### src/rtl/flow_stack_pkg.sv
package flow_stack_pkg;

  typedef enum logic [2:0] {
    CMD_NONE = 3'd0,
    CMD_INC  = 3'd1,
    CMD_REL  = 3'd2,
    CMD_JUMP = 3'd3,
    CMD_CALL = 3'd4,
    CMD_RET  = 3'd5,
    CMD_PUSH = 3'd6,
    CMD_POP  = 3'd7
  } flowCmd_e;

  typedef enum logic [1:0] {
    ST_IDLE,
    ST_CALL_HI,
    ST_RET_LO,
    ST_RET_FIN
  } flowState_e;

  typedef enum logic [1:0] {
    WR_DATA,
    WR_PC_LO,
    WR_PC_HI
  } wrSel_e;

  // strobes from control to datapath, one cycle each
  typedef struct packed {
    logic   pcInc;
    logic   pcRel;
    logic   pcJump;
    logic   pcFromHold;
    logic   pcFromStack;
    logic   holdTarget;
    logic   spUp;
    logic   spDown;
    logic   memWrite;
    logic   memRead;
    wrSel_e wrSel;
    logic   grabHigh;
    logic   grabPop;
  } flowStrobe_t;

endpackage

### src/rtl/flow_stack_ctrl.sv
module flow_stack_ctrl
  import flow_stack_pkg::*;
(
  input  logic        clk,
  input  logic        rstN,
  input  logic [2:0]  cmd,
  output flowStrobe_t stb,
  output logic        busy
);

  flowState_e stateQ, stateN;
  logic       popPendQ, popPendN;
  flowCmd_e   cmdE;

  assign cmdE = flowCmd_e'(cmd);
  assign busy = (stateQ != ST_IDLE);

  always_comb begin
    stb         = '0;
    stb.wrSel   = WR_DATA;
    stateN      = stateQ;
    popPendN    = 1'b0;
    stb.grabPop = popPendQ;
    unique case (stateQ)
      ST_IDLE: begin
        unique case (cmdE)
          CMD_INC:  stb.pcInc  = 1'b1;
          CMD_REL:  stb.pcRel  = 1'b1;
          CMD_JUMP: stb.pcJump = 1'b1;
          CMD_PUSH: begin
            stb.spUp     = 1'b1;
            stb.memWrite = 1'b1;
            stb.wrSel    = WR_DATA;
          end
          CMD_POP: begin
            stb.memRead = 1'b1;
            stb.spDown  = 1'b1;
            popPendN    = 1'b1;
          end
          CMD_CALL: begin
            stb.spUp       = 1'b1;
            stb.memWrite   = 1'b1;
            stb.wrSel      = WR_PC_LO;
            stb.holdTarget = 1'b1;
            stateN         = ST_CALL_HI;
          end
          CMD_RET: begin
            stb.memRead = 1'b1;
            stb.spDown  = 1'b1;
            stateN      = ST_RET_LO;
          end
          default: ;
        endcase
      end
      ST_CALL_HI: begin
        stb.spUp       = 1'b1;
        stb.memWrite   = 1'b1;
        stb.wrSel      = WR_PC_HI;
        stb.pcFromHold = 1'b1;
        stateN         = ST_IDLE;
      end
      ST_RET_LO: begin
        stb.memRead  = 1'b1;
        stb.spDown   = 1'b1;
        stb.grabHigh = 1'b1;
        stateN       = ST_RET_FIN;
      end
      ST_RET_FIN: begin
        stb.pcFromStack = 1'b1;
        stateN          = ST_IDLE;
      end
      default: stateN = ST_IDLE;
    endcase
  end

  always_ff @(posedge clk or negedge rstN) begin
    if (!rstN) begin
      stateQ   <= ST_IDLE;
      popPendQ <= 1'b0;
    end else begin
      stateQ   <= stateN;
      popPendQ <= popPendN;
    end
  end

  // the second call cycle always ends the call
  p_call_two_cycles_r7: assert property (@(posedge clk) disable iff (!rstN)
    (stateQ == ST_CALL_HI) |=> (stateQ == ST_IDLE));

  // return walks both read cycles then the load cycle
  p_ret_sequence_r8: assert property (@(posedge clk) disable iff (!rstN)
    (stateQ == ST_RET_LO) |=> (stateQ == ST_RET_FIN));

  p_ret_finish_r8: assert property (@(posedge clk) disable iff (!rstN)
    (stateQ == ST_RET_FIN) |=> !busy);

endmodule

### src/rtl/flow_stack_dp.sv
module flow_stack_dp
  import flow_stack_pkg::*;
#(
  parameter int BYTE_W   = 8,
  parameter int SP_W     = 8,
  parameter int SP_RESET = 7
) (
  input  logic                 clk,
  input  logic                 rstN,
  input  flowStrobe_t          stb,
  input  logic [BYTE_W-1:0]    relOffset,
  input  logic [2*BYTE_W-1:0]  jumpTarget,
  input  logic [BYTE_W-1:0]    pushData,
  input  logic [BYTE_W-1:0]    ramRdata,
  output logic [SP_W-1:0]      ramAddr,
  output logic                 ramWe,
  output logic [BYTE_W-1:0]    ramWdata,
  output logic                 ramRe,
  output logic [2*BYTE_W-1:0]  pc,
  output logic [SP_W-1:0]      sp,
  output logic [BYTE_W-1:0]    popData
);

  localparam int PC_W  = 2 * BYTE_W;
  localparam int EXT_W = PC_W - BYTE_W;

  logic [PC_W-1:0]   pcQ, targetQ, offExt;
  logic [SP_W-1:0]   spQ, spUpV, spDownV;
  logic [BYTE_W-1:0] hiQ, popQ;

  assign offExt  = {{EXT_W{relOffset[BYTE_W-1]}}, relOffset};
  assign spUpV   = spQ + SP_W'(1);
  assign spDownV = spQ - SP_W'(1);

  always_ff @(posedge clk or negedge rstN) begin
    if (!rstN) begin
      pcQ <= '0;
    end else if (stb.pcInc) begin
      pcQ <= pcQ + PC_W'(1);
    end else if (stb.pcRel) begin
      pcQ <= pcQ + offExt;
    end else if (stb.pcJump) begin
      pcQ <= jumpTarget;
    end else if (stb.pcFromHold) begin
      pcQ <= targetQ;
    end else if (stb.pcFromStack) begin
      pcQ <= {hiQ, ramRdata};
    end
  end

  always_ff @(posedge clk or negedge rstN) begin
    if (!rstN) begin
      spQ     <= SP_W'(SP_RESET);
      targetQ <= '0;
      hiQ     <= '0;
      popQ    <= '0;
    end else begin
      if (stb.spUp)            spQ <= spUpV;
      else if (stb.spDown)     spQ <= spDownV;
      if (stb.holdTarget)      targetQ <= jumpTarget;
      if (stb.grabHigh)        hiQ <= ramRdata;
      if (stb.grabPop)         popQ <= ramRdata;
    end
  end

  // a write goes to the incremented pointer, a read to the current one
  assign ramAddr = stb.spUp ? spUpV : spQ;
  assign ramWe   = stb.memWrite;
  assign ramRe   = stb.memRead;

  always_comb begin
    unique case (stb.wrSel)
      WR_PC_LO: ramWdata = pcQ[BYTE_W-1:0];
      WR_PC_HI: ramWdata = pcQ[PC_W-1:BYTE_W];
      default:  ramWdata = pushData;
    endcase
  end

  assign pc      = pcQ;
  assign sp      = spQ;
  assign popData = popQ;

  // after a write the pointer sits on the address just written
  p_push_addr_r5: assert property (@(posedge clk) disable iff (!rstN)
    ramWe |=> (sp == $past(ramAddr)));

  // a read takes the byte under the pointer, which then drops by one
  p_pop_addr_r6: assert property (@(posedge clk) disable iff (!rstN)
    ramRe |=> (sp == SP_W'($past(ramAddr) - SP_W'(1))));

  p_port_exclusive_r9: assert property (@(posedge clk) disable iff (!rstN)
    !(ramWe && ramRe));

endmodule

### src/rtl/flow_stack_unit.sv
module flow_stack_unit
  import flow_stack_pkg::*;
#(
  parameter int BYTE_W   = 8,
  parameter int SP_W     = 8,
  parameter int SP_RESET = 7
) (
  input  logic                clk,
  input  logic                rstN,
  input  logic [2:0]          cmd,
  input  logic [BYTE_W-1:0]   relOffset,
  input  logic [2*BYTE_W-1:0] jumpTarget,
  input  logic [BYTE_W-1:0]   pushData,
  output logic [SP_W-1:0]     ramAddr,
  output logic                ramWe,
  output logic [BYTE_W-1:0]   ramWdata,
  output logic                ramRe,
  input  logic [BYTE_W-1:0]   ramRdata,
  output logic [2*BYTE_W-1:0] pc,
  output logic [SP_W-1:0]     sp,
  output logic [BYTE_W-1:0]   popData,
  output logic                busy
);

  localparam int PC_W = 2 * BYTE_W;

  flowStrobe_t stb;

  flow_stack_ctrl u_ctrl (
    .clk  (clk),
    .rstN (rstN),
    .cmd  (cmd),
    .stb  (stb),
    .busy (busy)
  );

  flow_stack_dp #(
    .BYTE_W   (BYTE_W),
    .SP_W     (SP_W),
    .SP_RESET (SP_RESET)
  ) u_dp (
    .clk        (clk),
    .rstN       (rstN),
    .stb        (stb),
    .relOffset  (relOffset),
    .jumpTarget (jumpTarget),
    .pushData   (pushData),
    .ramRdata   (ramRdata),
    .ramAddr    (ramAddr),
    .ramWe      (ramWe),
    .ramWdata   (ramWdata),
    .ramRe      (ramRe),
    .pc         (pc),
    .sp         (sp),
    .popData    (popData)
  );

  // relative branch lands on the sign-extended sum
  p_rel_target_r3: assert property (@(posedge clk) disable iff (!rstN)
    (!busy && cmd == CMD_REL) |=>
      (pc == PC_W'($past(pc) + {{(PC_W-BYTE_W){$past(relOffset[BYTE_W-1])}}, $past(relOffset)})));

  // an accepted call raises busy and moves the pointer up by one
  p_call_busy_r7: assert property (@(posedge clk) disable iff (!rstN)
    (!busy && cmd == CMD_CALL) |=> (busy && sp == SP_W'($past(sp) + SP_W'(1))));

  // the empty command holds the visible state
  p_none_hold_r10: assert property (@(posedge clk) disable iff (!rstN)
    (!busy && cmd == CMD_NONE) |=> ($stable(pc) && $stable(sp)));

  // while a return reads the stack the program counter does not move
  p_busy_pc_hold_r9: assert property (@(posedge clk) disable iff (!rstN)
    (busy && ramRe) |=> $stable(pc));

endmodule

### config.mk
export PLATFORM = sky130hd
export DESIGN_NAME = flow_stack_unit
export DESIGN_NICKNAME = d
export VERILOG_FILES = /design/src/rtl/flow_stack_pkg.sv /design/src/rtl/flow_stack_ctrl.sv /design/src/rtl/flow_stack_dp.sv /design/src/rtl/flow_stack_unit.sv
export SDC_FILE = /design/constraint.sdc
export NUM_CORES = 1
export LEC_CHECK = 0
export CAP_MARGIN = 20
export CELL_PAD_IN_SITES_DETAIL_PLACEMENT = 1
export CELL_PAD_IN_SITES_GLOBAL_PLACEMENT = 1
export CORE_AREA = 2 2 81 103
export CTS_BUF_LIST = sky130_fd_sc_hd__clkbuf_4 sky130_fd_sc_hd__clkbuf_8
export DETAILED_ROUTE_END_ITERATION = 12
export DIE_AREA = 0 0 83 105
export DONT_BUFFER_PORTS = 1
export GPL_TIMING_DRIVEN = 0
export PLACE_DENSITY = 0.9
export SYNTH_ARGS = -nofsm -noshare
export SYNTH_HDL_FRONTEND = slang
export SYNTH_SLANG_ARGS = --single-unit
### constraint.sdc
create_clock -name clk -period 4.85 [get_ports clk]
set_input_delay 0.2425 -clock clk [delete_from_list [all_inputs] [get_ports clk]]
set_output_delay 0.2425 -clock clk [all_outputs]
set_load 0.01 [all_outputs]
==> results.sh <==
export IMPL_ys_flop_type="dfrtp_1"
export IMPL_syn2layout_area_growth_pct=8.72
export IMPL_total_leakage_power_nw=1.88
export IMPL_synth_warnings=0
export IMPL_rows=36
export IMPL_n_fill_cell=888
export IMPL_min_period_over_period_pct=62.9
export IMPL_synthArstFlopShare_pct=100
export IMPL_clock_root_buffer="clkbuf_8"
export IMPL_setup_viol=0
export IMPL_grt_max_degree=60
export IMPL_clock_fmax_mhz=328
export IMPL_placed_area_um2=4210
export IMPL_coreArea_um2=7700
export IMPL_final_nets=525
export IMPL_crit_chain="ha_1 -> fa_1 -> a21o_1 -> nand3_1 -> a31oi_1 -> and4_1 -> a2111oi_0 -> xor2_1 -> o22ai_1"
export IMPL_worst_setup_path_start_kind="register"
export IMPL_drt_wl_total_um=13000
export IMPL_synth_net_count=512
export IMPL_num_vias=3607
export IMPL_slew_viol_final=0
export IMPL_finalClockSkew_ps=8.28
export IMPL_drt_iter0_markers=201
export IMPL_fin_ws_ps=1800
export IMPL_clock_sinks=59
export IMPL_cts_buffers=9
export IMPL_wl_met1_um=4770
export IMPL_rrSetupSlack_ps=1800
export IMPL_clk_pin_slew_ps=80
export IMPL_first_pass_iters=4
export IMPL_path_class="register to register"
export IMPL_status="finished, final reports clean"
export IMPL_r2r_start="u_dp.pc[0]"
export IMPL_min_path_type="input pin to register"
export IMPL_synth_area_um2=4090
export IMPL_final_cells=559
export IMPL_met3_length_um=664
export IMPL_drc_errors=0
export IMPL_fin_crit_ps=3050
export IMPL_yosys_register_bits=59
export IMPL_clkLatencyLatePin_ps=350
export IMPL_highest_layer="met4"
export IMPL_start_util_pct=53.1
export IMPL_viasPerCell=6.45
export IMPL_yosysTopAreaCell="dfrtp_1"
export IMPL_ant_nets=0
export IMPL_hold_buffers=2
export IMPL_cpMaxStageDelayCell="dfrtp_1"
export IMPL_max_stage_delay_ps=510
export IMPL_power_density_nw_per_um2=717
export IMPL_diodes=0
export IMPL_fp_dieArea_um2=8720
export IMPL_layout_drive_gt1_share_pct=14.2
export IMPL_utilization_pct=57.7
export IMPL_synth_edf_count=0
export IMPL_end_kind="register"
export IMPL_crit_path_max_fanout=7
export IMPL_detailedPlace_worstSlack_ps=1870
export IMPL_grtUsageTotal_pct=30.0
export IMPL_cts_resized=0
export IMPL_finalHoldViolations=0
export IMPL_startpoint="u_dp.pc[0]"
export IMPL_setup_tns_ps=0
export IMPL_p_total_mw=3.19
export IMPL_cp_required_ps=5070
export IMPL_wl_per_cell_um=23.3
export IMPL_dpl_hpwl_um=9650
export IMPL_slew_headroom_pct=50.1
export IMPL_die_y_um=105
export IMPL_peakVddDrop_mv=0.376
export IMPL_gr_total_overflow=0
export IMPL_synth_area_top_cells="dfrtp_1 (34%), mux2_2 (8.8%), ha_1 (6.1%)"
export IMPL_stdcell_area_um2=4450
export IMPL_gp_congestion=0.960
export IMPL_antenna_found_initial=0
export IMPL_synth_cell_type_count=49
export IMPL_cts_setup_buffers=0
export IMPL_grt_pass1_wl_um=20600
export IMPL_h_tree_depth=3
export IMPL_dpl_cell_count=541
export IMPL_drv_cap=0
export IMPL_ys_seq_area_share_pct=36.2
export IMPL_route_met2_wl_um=7110
export IMPL_cts_tree="built"
export IMPL_io_pins=96
export IMPL_holdPathStages=2
export IMPL_synthCells=446
export IMPL_crit_end="u_dp.pc[12]"
export IMPL_reg2reg_to="u_dp.pc[12]"
export IMPL_io_buffers=0
export IMPL_syn_mean_instance_area_um2=9.17
export IMPL_rsz0062_at_grt="false"
export IMPL_worst_slew_pin_slew_ps=743
export IMPL_r2r_worst_path_cells=9
export IMPL_die_w_um=83
export IMPL_holdWs_ps=27.5
export IMPL_grt_pass1_vias=3876
export IMPL_yosysTopAreaCellShare_pct=34.3
export IMPL_crit_arrival_ps=3270
export IMPL_cts_max_path_buffers=2
[cell type report]
type / count / area (um2) / area share [%]
inverters: 12 / 45.0 / 1.01
flip-flops and latches: 59 / 1480 / 33.3
well taps: 95 / 119 / 2.67
clock buffers: 9 / 124 / 2.78
repair buffers: 2 / 37.5 / 0.844
plain buffers: 22 / 105 / 2.36
clock inverters: 7 / 76.3 / 1.72
multi-input cells: 353 / 2460 / 55.3
[Yosys cell counts, types with 3 or more instances]
master / n
dfrtp_1: 56
nand2_1: 49
a21oi_1: 37
mux2_2: 32
nor2_1: 26
o21ai_0: 23
ha_1: 20
xor2_1: 17
mux2i_1: 16
clkbuf_1: 15
nand3_1: 15
xnor2_1: 15
inv_1: 12
a211oi_1: 10
a22oi_1: 10
a21o_1: 7
nand2b_1: 7
a31oi_1: 6
and3_1: 6
nor3_1: 6
o22ai_1: 6
nand4_1: 4
nor3b_1: 4
o211ai_1: 4
o31ai_1: 4
or2_2: 4
buf_2: 3
dfstp_2: 3
nor2b_1: 3
or3_1: 3
[worst max-delay path, delay by kind of cell, from the launching register on]
family                     cells  cell delay, ps
AOI/OAI and AO/OA              4            1030
xor gates and xnor gates       1             280
adders and majority gates      2             700
DFF                            1             510
and+or+nand+nor                2             380
[layout by cell type, fill, tap and decap left out, drive strengths merged, types with 15 or more instances in the layout]
master,instances
mux2i,16
ha,20
nand3,15
mux2,32
clkbuf,24
a21oi,37
o21ai,24
dfrtp,56
xor2,17
nand2,49
nor2,26
xnor2,15
[per-layer routing]
| metal | vias to the layer above | global-route usage, % |
|---|---|---|
| met5 | - | 0 |
| met4 | 0 | 12.3 |
| met3 | 37 | 6.00 |
| met2 | 128 | 56.4 |
| met1 | 1802 | 32.3 |
| li1 | 1640 | - |
[how the worst min path moves through the flow]
stage / slack (ps) / start / end
after detailed placement: -50 / rstN / u_dp.sp[6]
after global routing: 20 / cmd[1] / u_ctrl.popPendQ
after CTS: 20 / jumpTarget[13] / u_dp.targetQ[13]
after global placement: -50 / rstN / u_dp.pc[13]
after floorplan: -50 / rstN / u_ctrl.popPendQ
final: 30 / jumpTarget[13] / u_dp.targetQ[13]
[cells by family after synthesis]
kind of cell,Yosys count,synth area share [%]
AND/OR/NAND/NOR,134,15.8
AO/OA/AOI/OAI,118,18.1
flip-flops,59,36.2
multiplexers,48,12.7
buffers and inverters,34,3.67
XOR/XNOR,32,6.85
adder cells (fa/ha/maj),21,6.61
[state kept, by name, indices dropped and copies added, names as in the netlist]
name             cells
u_ctrl.popPendQ      1
u_dp.sp              8
u_dp.pc             16
u_dp.hiQ             8
u_dp.popData         8
u_dp.targetQ        16
u_ctrl.stateQ        2
[where the power goes]
part	internal, mW	switching (mW)	total (mW)
Clock	0.239	0.227	0.467
Combinational	0.663	0.918	1.58
Sequential	0.748	0.392	1.14
(Power assumes the default switching activity.)
